## config.mk

```make
export PLATFORM = sky130hd
export DESIGN_NAME = tinv_ctrl
export DESIGN_NICKNAME = d
export VERILOG_FILES = /design/src/rtl/tinv_pkg.sv /design/src/rtl/tinv_seq.sv /design/src/rtl/tinv_delay_cnt.sv /design/src/rtl/tinv_out_port.sv /design/src/rtl/tinv_ctrl.sv
export SDC_FILE = /design/constraint.sdc
export NUM_CORES = 1
export LEC_CHECK = 0
export ABC_AREA = 1
export BUFFER_PORTS_ARGS = -buffer_cell sky130_fd_sc_hd__clkbuf_2
export CAP_MARGIN = 20
export CORE_MARGIN = 1.5
export CORE_UTILIZATION = 49
export DETAILED_ROUTE_END_ITERATION = 16
export GPL_TIMING_DRIVEN = 1
export PLACE_DENSITY = 0.74
export SYNTH_ARGS = -nofsm -noshare
export SYNTH_HDL_FRONTEND = slang
export SYNTH_SLANG_ARGS = --single-unit
```

## constraint.sdc

```tcl
create_clock -name clk -period 2.1 [get_ports clk]
set_input_delay 0.105 -clock clk [delete_from_list [all_inputs] [get_ports clk]]
set_output_delay 0.105 -clock clk [all_outputs]
set_load 0.05 [all_outputs]
```

## src/rtl/tinv_pkg.sv

```systemverilog
// Package: shared state encoding for the timed inversion controller.
// Assumes: nothing beyond IEEE 1800-2017.
package tinv_pkg;
    typedef enum logic [1:0] {
        ST_IDLE = 2'd0,
        ST_RUN  = 2'd1,
        ST_FIN  = 2'd2
    } tinv_state_e;
endpackage

```

## src/rtl/tinv_seq.sv

```systemverilog
// Module: tinv_seq
// Sequences one timed action: accepts a start write, holds the arming mask,
// and walks idle -> run -> finish -> idle.
// Assumes: expire is a one-cycle pulse and only asserts while running.
module tinv_seq #(
    parameter int unsigned CH_N    = 4,
    parameter bit          GATE_EN = 1'b1
) (
    input  logic            clk,
    input  logic            rst_n,
    input  logic            wr_en,
    input  logic [CH_N-1:0] wr_mask,
    input  logic            start_pin,
    input  logic            expire,
    output logic            busy,
    output logic            running,
    output logic            load,
    output logic [CH_N-1:0] armed
);
    import tinv_pkg::*;

    tinv_state_e state_q;
    logic        gate_ok;

    // Start gate: the pin matters only when the option is built in.
    assign gate_ok = (GATE_EN == 1'b0) || start_pin;
    assign load    = wr_en && wr_mask[0] && gate_ok && (state_q == ST_IDLE);
    assign busy    = (state_q != ST_IDLE);
    assign running = (state_q == ST_RUN);

    // State register: one action at a time, finish cycle before idle.
    always_ff @(posedge clk) begin
        if (!rst_n) begin
            state_q <= ST_IDLE;
        end else begin
            unique case (state_q)
                ST_IDLE: if (load)   state_q <= ST_RUN;
                ST_RUN:  if (expire) state_q <= ST_FIN;
                ST_FIN:              state_q <= ST_IDLE;
                default:             state_q <= ST_IDLE;
            endcase
        end
    end

    // Arming mask: captured at start, self-cleared in the finish cycle.
    always_ff @(posedge clk) begin
        if (!rst_n) begin
            armed <= '0;
        end else if (load) begin
            armed <= wr_mask;
        end else if (state_q == ST_FIN) begin
            armed <= '0;
        end
    end
endmodule

```

## src/rtl/tinv_delay_cnt.sv

```systemverilog
// Module: tinv_delay_cnt
// Counts tick pulses against a delay captured at start; expire fires on
// the tick that finds the count equal to the captured delay.
// Assumes: load and running are never high together.
module tinv_delay_cnt #(
    parameter int unsigned DLY_W = 8
) (
    input  logic             clk,
    input  logic             rst_n,
    input  logic             load,
    input  logic             running,
    input  logic             tick,
    input  logic [DLY_W-1:0] delay,
    output logic             expire
);
    logic [DLY_W-1:0] cnt_q;
    logic [DLY_W-1:0] lim_q;

    // Expiry: this tick is tick number lim_q+1 since the start.
    assign expire = running && tick && (cnt_q == lim_q);

    // Count and limit registers; the count stops at the limit, so it cannot wrap.
    always_ff @(posedge clk) begin
        if (!rst_n) begin
            cnt_q <= '0;
            lim_q <= '0;
        end else if (load) begin
            cnt_q <= '0;
            lim_q <= delay;
        end else if (running && tick && !expire) begin
            cnt_q <= cnt_q + 1'b1;
        end
    end
endmodule

```

## src/rtl/tinv_out_port.sv

```systemverilog
// Module: tinv_out_port
// Holds the output port bits and flips the armed ones on expiry.
// Assumes: armed is stable during the expire cycle.
module tinv_out_port #(
    parameter int unsigned     CH_N    = 4,
    parameter logic [CH_N-1:0] OUT_RST = '0
) (
    input  logic            clk,
    input  logic            rst_n,
    input  logic            expire,
    input  logic [CH_N-1:0] armed,
    output logic [CH_N-1:0] port_q
);
    // Port register: flips the armed lanes in a single cycle.
    always_ff @(posedge clk) begin
        if (!rst_n) begin
            port_q <= OUT_RST;
        end else if (expire) begin
            port_q <= port_q ^ armed;
        end
    end
endmodule

```

## src/rtl/tinv_ctrl.sv

```systemverilog
// Module: tinv_ctrl (top)
// Timed output inversion controller: a write-only arming register, a tick
// based delay and a four-bit output port whose armed bits flip on expiry.
// Assumes: tick is a synchronous one-cycle pulse in the clk domain.
module tinv_ctrl #(
    parameter int unsigned DATA_W  = 8,
    parameter int unsigned DLY_W   = 8,
    parameter bit          GATE_EN = 1'b1,
    parameter logic [3:0]  OUT_RST = 4'b0000
) (
    input  logic              clk,
    input  logic              rst_n,
    input  logic              wr_en,
    input  logic [DATA_W-1:0] wr_data,
    output logic [DATA_W-1:0] rd_data,
    input  logic              start_pin,
    input  logic              tick,
    input  logic [DLY_W-1:0]  delay,
    output logic [3:0]        port_out,
    output logic              busy
);
    localparam int unsigned CH_N = 4;

    logic            running;
    logic            load;
    logic            expire;
    logic [CH_N-1:0] armed;
    logic            unused_hi;

    // Read side: the arming register is write-only and reads as all ones.
    assign rd_data   = '1;
    assign unused_hi = ^wr_data[DATA_W-1:CH_N];

    tinv_seq #(.CH_N(CH_N), .GATE_EN(GATE_EN)) u_seq (
        .clk      (clk),
        .rst_n    (rst_n),
        .wr_en    (wr_en),
        .wr_mask  (wr_data[CH_N-1:0]),
        .start_pin(start_pin),
        .expire   (expire),
        .busy     (busy),
        .running  (running),
        .load     (load),
        .armed    (armed)
    );

    tinv_delay_cnt #(.DLY_W(DLY_W)) u_cnt (
        .clk    (clk),
        .rst_n  (rst_n),
        .load   (load),
        .running(running),
        .tick   (tick),
        .delay  (delay),
        .expire (expire)
    );

    tinv_out_port #(.CH_N(CH_N), .OUT_RST(OUT_RST)) u_port (
        .clk   (clk),
        .rst_n (rst_n),
        .expire(expire),
        .armed (armed),
        .port_q(port_out)
    );
endmodule

```

Word-level counts from Yosys, hierarchy flattened. Cells that the tools add are included.

Register bits: 26. Input bits: 21. Output and inout bits: 13.

Add/sub/neg operators: 1. Equal/unequal tests: 5. Multiplexer cells: 5. Bitwise gates (word level): 2. Reduce and logical (&&, ||, !) cells: 12.

Operators by type and width (number): $add 8x1->8 const B (1); $eq 8x8->1 (1); $mux 4 (2); $logic_and 1x1->1 (6); $mux 2 (2); $ne 2x2->1 const B (2); $pmux 2 s2 (1); $reduce_bool 2->1 (2); $xor 4x4->4 (1); $eq 2x1->1 const B (1); $eq 2x2->1 const B (1); $logic_not 2->1 (1); $reduce_and 2->1 (1); $reduce_or 2->1 (1); $logic_not 1->1 (1); $not 1->1 (1).

Depth between registers and ports, before layout.
Word-level depth: 5. Gate-level depth with buffers: 10.

Modules after synthesis. A second synthesis with hierarchy kept.

Cell total of the unflattened synthesis: 201. Area total of the unflattened synthesis: 1376.3 um^2.

Modules (own cells, without submodules): tinv_delay_cnt (times used 1, cells each 138, area an instance 900.9 um^2, seq. area each 320.3 um^2); tinv_seq (times used 1, cells each 33, area an instance 245.2 um^2, seq. area each 120.1 um^2); tinv_out_port (times used 1, cells each 21, area an instance 166.4 um^2, seq. area each 80.1 um^2); tinv_ctrl (times used 1, cells each 9, area an instance 63.8 um^2, seq. area each 0.0 um^2).

Worst setup path after synthesis. OpenSTA, ideal clock, no wires.

Path type: register to register. Start: register u_seq.state_q[1]. End: register u_seq.armed[0]. Arrival time: 1.081 ns. Data required time: 1.968 ns. Slack: 0.887 ns. Cell stages (with the launch flop): 7. Buffers on the path: 1. Clock period less this slack: 1.213 ns. Cell sequence: dfxtp_1 nor2_1 inv_2 nor2_4 inv_2 buf_2 a21oi_1.

Cells in the longest elaborated chain, start to end: 3. Elaborated cells on any way between the ends: 5.

Ends and longest elaborated chain: start: declaration (line tinv_seq.sv:22) `tinv_state_e state_q;`; start signal: assignment (line tinv_seq.sv:34) `state_q <= ST_IDLE;`; start signal: assignment (line tinv_seq.sv:37) `ST_IDLE: if (load) state_q <= ST_RUN;`; start signal: assignment (line tinv_seq.sv:38) `ST_RUN: if (expire) state_q <= ST_FIN;`; $logic_not 2->1 (line tinv_seq.sv:27) `assign load = wr_en && wr_mask[0] && gate_ok && (state_q == ST_IDLE);`; $logic_and 1x1->1 (line tinv_seq.sv:27); $mux 4 / $reduce_bool 2->1 (equally long branches); end signal: assignment (line tinv_seq.sv:50) `armed <= wr_mask;`; end: declaration (line tinv_seq.sv:18) `output logic [CH_N-1:0] armed`.

Parallel ways exist; a longest one is shown, timed or not. A chain may end at the register's enable or synchronous reset.

Worst setup path in the final report.
Start: register u_seq.state_q[0]. End: register u_port.port_q[1].

Cells in the longest elaborated chain, start to end: 3.

Ends and longest elaborated chain: $eq 2x1->1 (line tinv_seq.sv:29) `assign running = (state_q == ST_RUN);`; $logic_and 1x1->1 (2 in series) (line tinv_delay_cnt.sv:20) `assign expire = running && tick && (cnt_q == lim_q);`; end signal: assignment (line tinv_out_port.sv:19) `port_q <= port_q ^ armed;`; end: declaration (line tinv_out_port.sv:12) `output logic [CH_N-1:0] port_q`.

No other way between the ends.

==> summary.txt <==
Critical path
  – Critical path arrival: 1.73 ns
  – Worst setup startpoint: u_seq.state_q[0]
  – Startpoint Class: register
  – Worst Path Required: 2.31 ns
  – CP Capture Type: register
  – CP max stage delay: 0.58 ns
  – CP Cell Sequence: inv_2 > nor3b_4 > nand2_2 > nand2_1 > a21oi_1
  – Slowest cell on crit path: nor3b_4
  – Worst Path Max Fanout: 14
  – Critical path type: reg2reg
  – R2R Path Start: u_seq.state_q[0]

Placement
  – DP HPWL: 1959 µm
  – Gpl congestion: 0.7586
  – IO buf count: 21
  – Placed instance area: 0.001536 mm²

Floorplan
  – # rows: 19
  – Die area: 0.003295 mm²
  – Die Y: 57.40 µm
  – Core Area: 0.002781 mm²
  – Ports: 34
  – Starting Density: 0.5214
  – Die Width: 57.40 µm

Min path
  – HP Start: delay[0]
  – Hold Crit Class: in2reg

Routing
  – Post-DR wirelength/cell: 10.44 µm
  – Antenna Nets Post-Route: 0
  – Final WL: 2776 µm
  – First DRT Iteration DRCs: 20
  – Vias per inst: 4.831
  – First-pass DRT Iterations: 4
  – DRC: 0
  – Routed vias: 1,285

Timing
  – Setup violators final: 0
  – Max Clk Rate: 0.6577 GHz
  – Relative slew slack: 0.5397
  – Final Hold Viols: 0
  – Clk_skew: 0.01193 ns
  – Worst-margin pin slew: 0.6897 ns
  – Tmin final: 1.520 ns
  – RSZ-0062 raised after global routing: false
  – Total negative setup slack: 0 ns
  – Fin. max-slew vios: 0
  – Tcrit/Tclk final: 0.7240

Flow run
  – Maxcap violations: 0

Clock network
  – Clock Latency Late Sink: 0.32 ns
  – H-tree depth: 1
  – Post-CTS Resized: 0
  – Total CTS buffers: 3
  – CTS tree: built
  – CTS Sinks: 26
  – Clock-pin slew on the worst setup and hold paths: 0.14 ns
  – Clock Path Buffers: 2
  – Clock Tree Root: clkbuf_4

Power
  – Comb power frac: 0.195
  – Clock share of power: 0.235
  – Switch Pwr: 277.9 µW
  – Final Power: 905.4 µW
  – Worst IR Drop VDD: 0.3676 mV
  – Int Power: 627.5 µW
  – Pwr per Cell Area: 569.8 mW/mm²
  – Sequential power share: 0.570
  – Switching share of power: 0.3069
  – Leak: 0.7424 nW

Outcome
  – Status: complete, no violations

Final layout
  – Layout area overhead: 9.577%
  – Layout cells sized above 1: 0.1787
  – Antenna Cells: 0
  – Post-route cell area: 0.001589 mm²
  – Nets: 259
  – Number of fill cells in the layout: 291

Synth
  – Register area share after synthesis: 0.3589
  – Post-Syn Area: 0.001450 mm²
  – Main flop type after synthesis: dfxtp_1
  – EDFF count, synth: 0
  – Top post-synthesis cells by area: dfxtp_1 36%, nand2_1 17%, a21oi_1 9.0%
  – #FFs+latches synth: 26
  – Syn Inst Count: 213
  – Area leader, netlist: dfxtp_1
  – Synth warn: 0
  – Count leader, synth: nand2_1
  – Ys async rst share: 0
  – Syn Area/Cell: 6.808 µm²
  – Top post-synthesis cells by count: 65 x nand2_1, 26 x a21oi_1, 26 x dfxtp_1
  – Synth top area share: 0.3589
  – Distinct cell type count after synthesis: 22

GRT
  – Initial antenna violation count: 0
  – First-pass GRT wire length: 4747 µm
  – All-Layer GR Usage: 0.1822
  – Met1 usage: 0.2409
  – GR Util met3: 0.02041
  – Top Usage Layer GRT: met2
  – Largest net degree at the start of global routing: 19
  – Met2 usage: 0.2971
  – Grt ovf: 0
  – Vias in the first global route: 1,143
[logic make-up (layout without fill, tap and decap cells)]
family          after synthesis  after routing  share of synthesized area
simple gates                102            102                     0.3244
buf+inv                      39             54                     0.1277
compound gates               34             34                     0.1173
flops                        26             26                     0.3589
xor+xnor                     10             10                    0.06040
fa+ha+maj                     1              1                   0.008627
other cells                   1              8                   0.002586
[state kept, by name (all words and copies together), names as in the netlist]
signal,flops
u_port.port_q,4
u_cnt.lim_q,8
u_seq.state_q,2
u_cnt.cnt_q,8
u_seq.armed,4
[final cells by class]
class                      instances  area (µm²)  area share
multi-input combinational        155       770.7      0.4850
clock buffer                       3       22.52     0.01417
timing repair buffer              24       135.1     0.08504
tap                               31       38.79     0.02441
sequential                        26       520.5      0.3276
inverter                          27       101.3     0.06378
[layout by cell type, fill, tap and decap left out, types with 7 or more instances in the layout]
cell type | Yosys | layout
nand2_1 | 65 | 65
a21oi_1 | 26 | 26
dfxtp_1 | 26 | 26
clkbuf_2 | 0 | 21
inv_1 | 18 | 18
nand3_1 | 16 | 16
nor2_1 | 9 | 9
o21ai_0 | 8 | 8
xor2_1 | 8 | 8
conb_1 | 1 | 8
inv_2 | 7 | 7
[what timing repair did]
| item | CTS | global route |
|---|---|---|
| endpoints found under the hold margin | 3 | 0 |
| buffers inserted | 0 | 0 |
| hold buffers | 3 | 0 |
[per-layer routing]
layer / share of wire / up-vias
li1: - / 695
met1: 0.48 / 566
met2: 0.48 / 20
met3: 0.023 / 4
met4: 0.016 / 0
met5: 0 / -
[worst paths after layout]
| kind | slack, ns | to | cells after the start |
|---|---|---|---|
| min | 0.05 | u_cnt.lim_q[0] | 3 |
| max reg2reg | 0.58 | u_port.port_q[1] | 5 |
| min reg2reg | 0.48 | u_cnt.lim_q[3] | 2 |
| max | 0.58 | u_port.port_q[1] | 5 |
[power by group through the flow]
stage | combinational [mW] | sequential, mW | clock, mW
6_report | 0.177 | 0.516 | 0.212
5_1_grt | 0.193 | 0.518 | 0.239
3_5_place_dp | 0.173 | 0.527 | 0
2_1_floorplan | 0.148 | 0.526 | 0
3_3_place_gp | 0.172 | 0.527 | 0
4_1_cts | 0.178 | 0.516 | 0.220
[stage by stage]
| step | utilization | hold WS (ns) | std cells | setup slack [ns] |
|---|---|---|---|---|
| CTS | 0.5713 | 0.05082 | 266 | 0.6027 |
| detailed placement | 0.5524 | 0.3461 | 260 | 0.6370 |
| global route | 0.5713 | 0.04409 | 266 | 0.4779 |
| finish | 0.5713 | 0.05161 | 266 | 0.5796 |
| floorplan | - | 0.2434 | 220 | 0.8868 |
| global placement | 0.5524 | 0.3407 | 260 | 0.6653 |
[worst max-delay path: cells and delay by family, from the launching register on]
| kind | cells | cell delay [ns] |
|---|---|---|
| flip-flops | 1 | 0.38 |
| AND/OR/NAND/NOR | 3 | 0.88 |
| AO/OA/AOI/OAI | 1 | 0.07 |
| buffers and inverters | 1 | 0.07 |
Power figures use the tool's default switching activity.
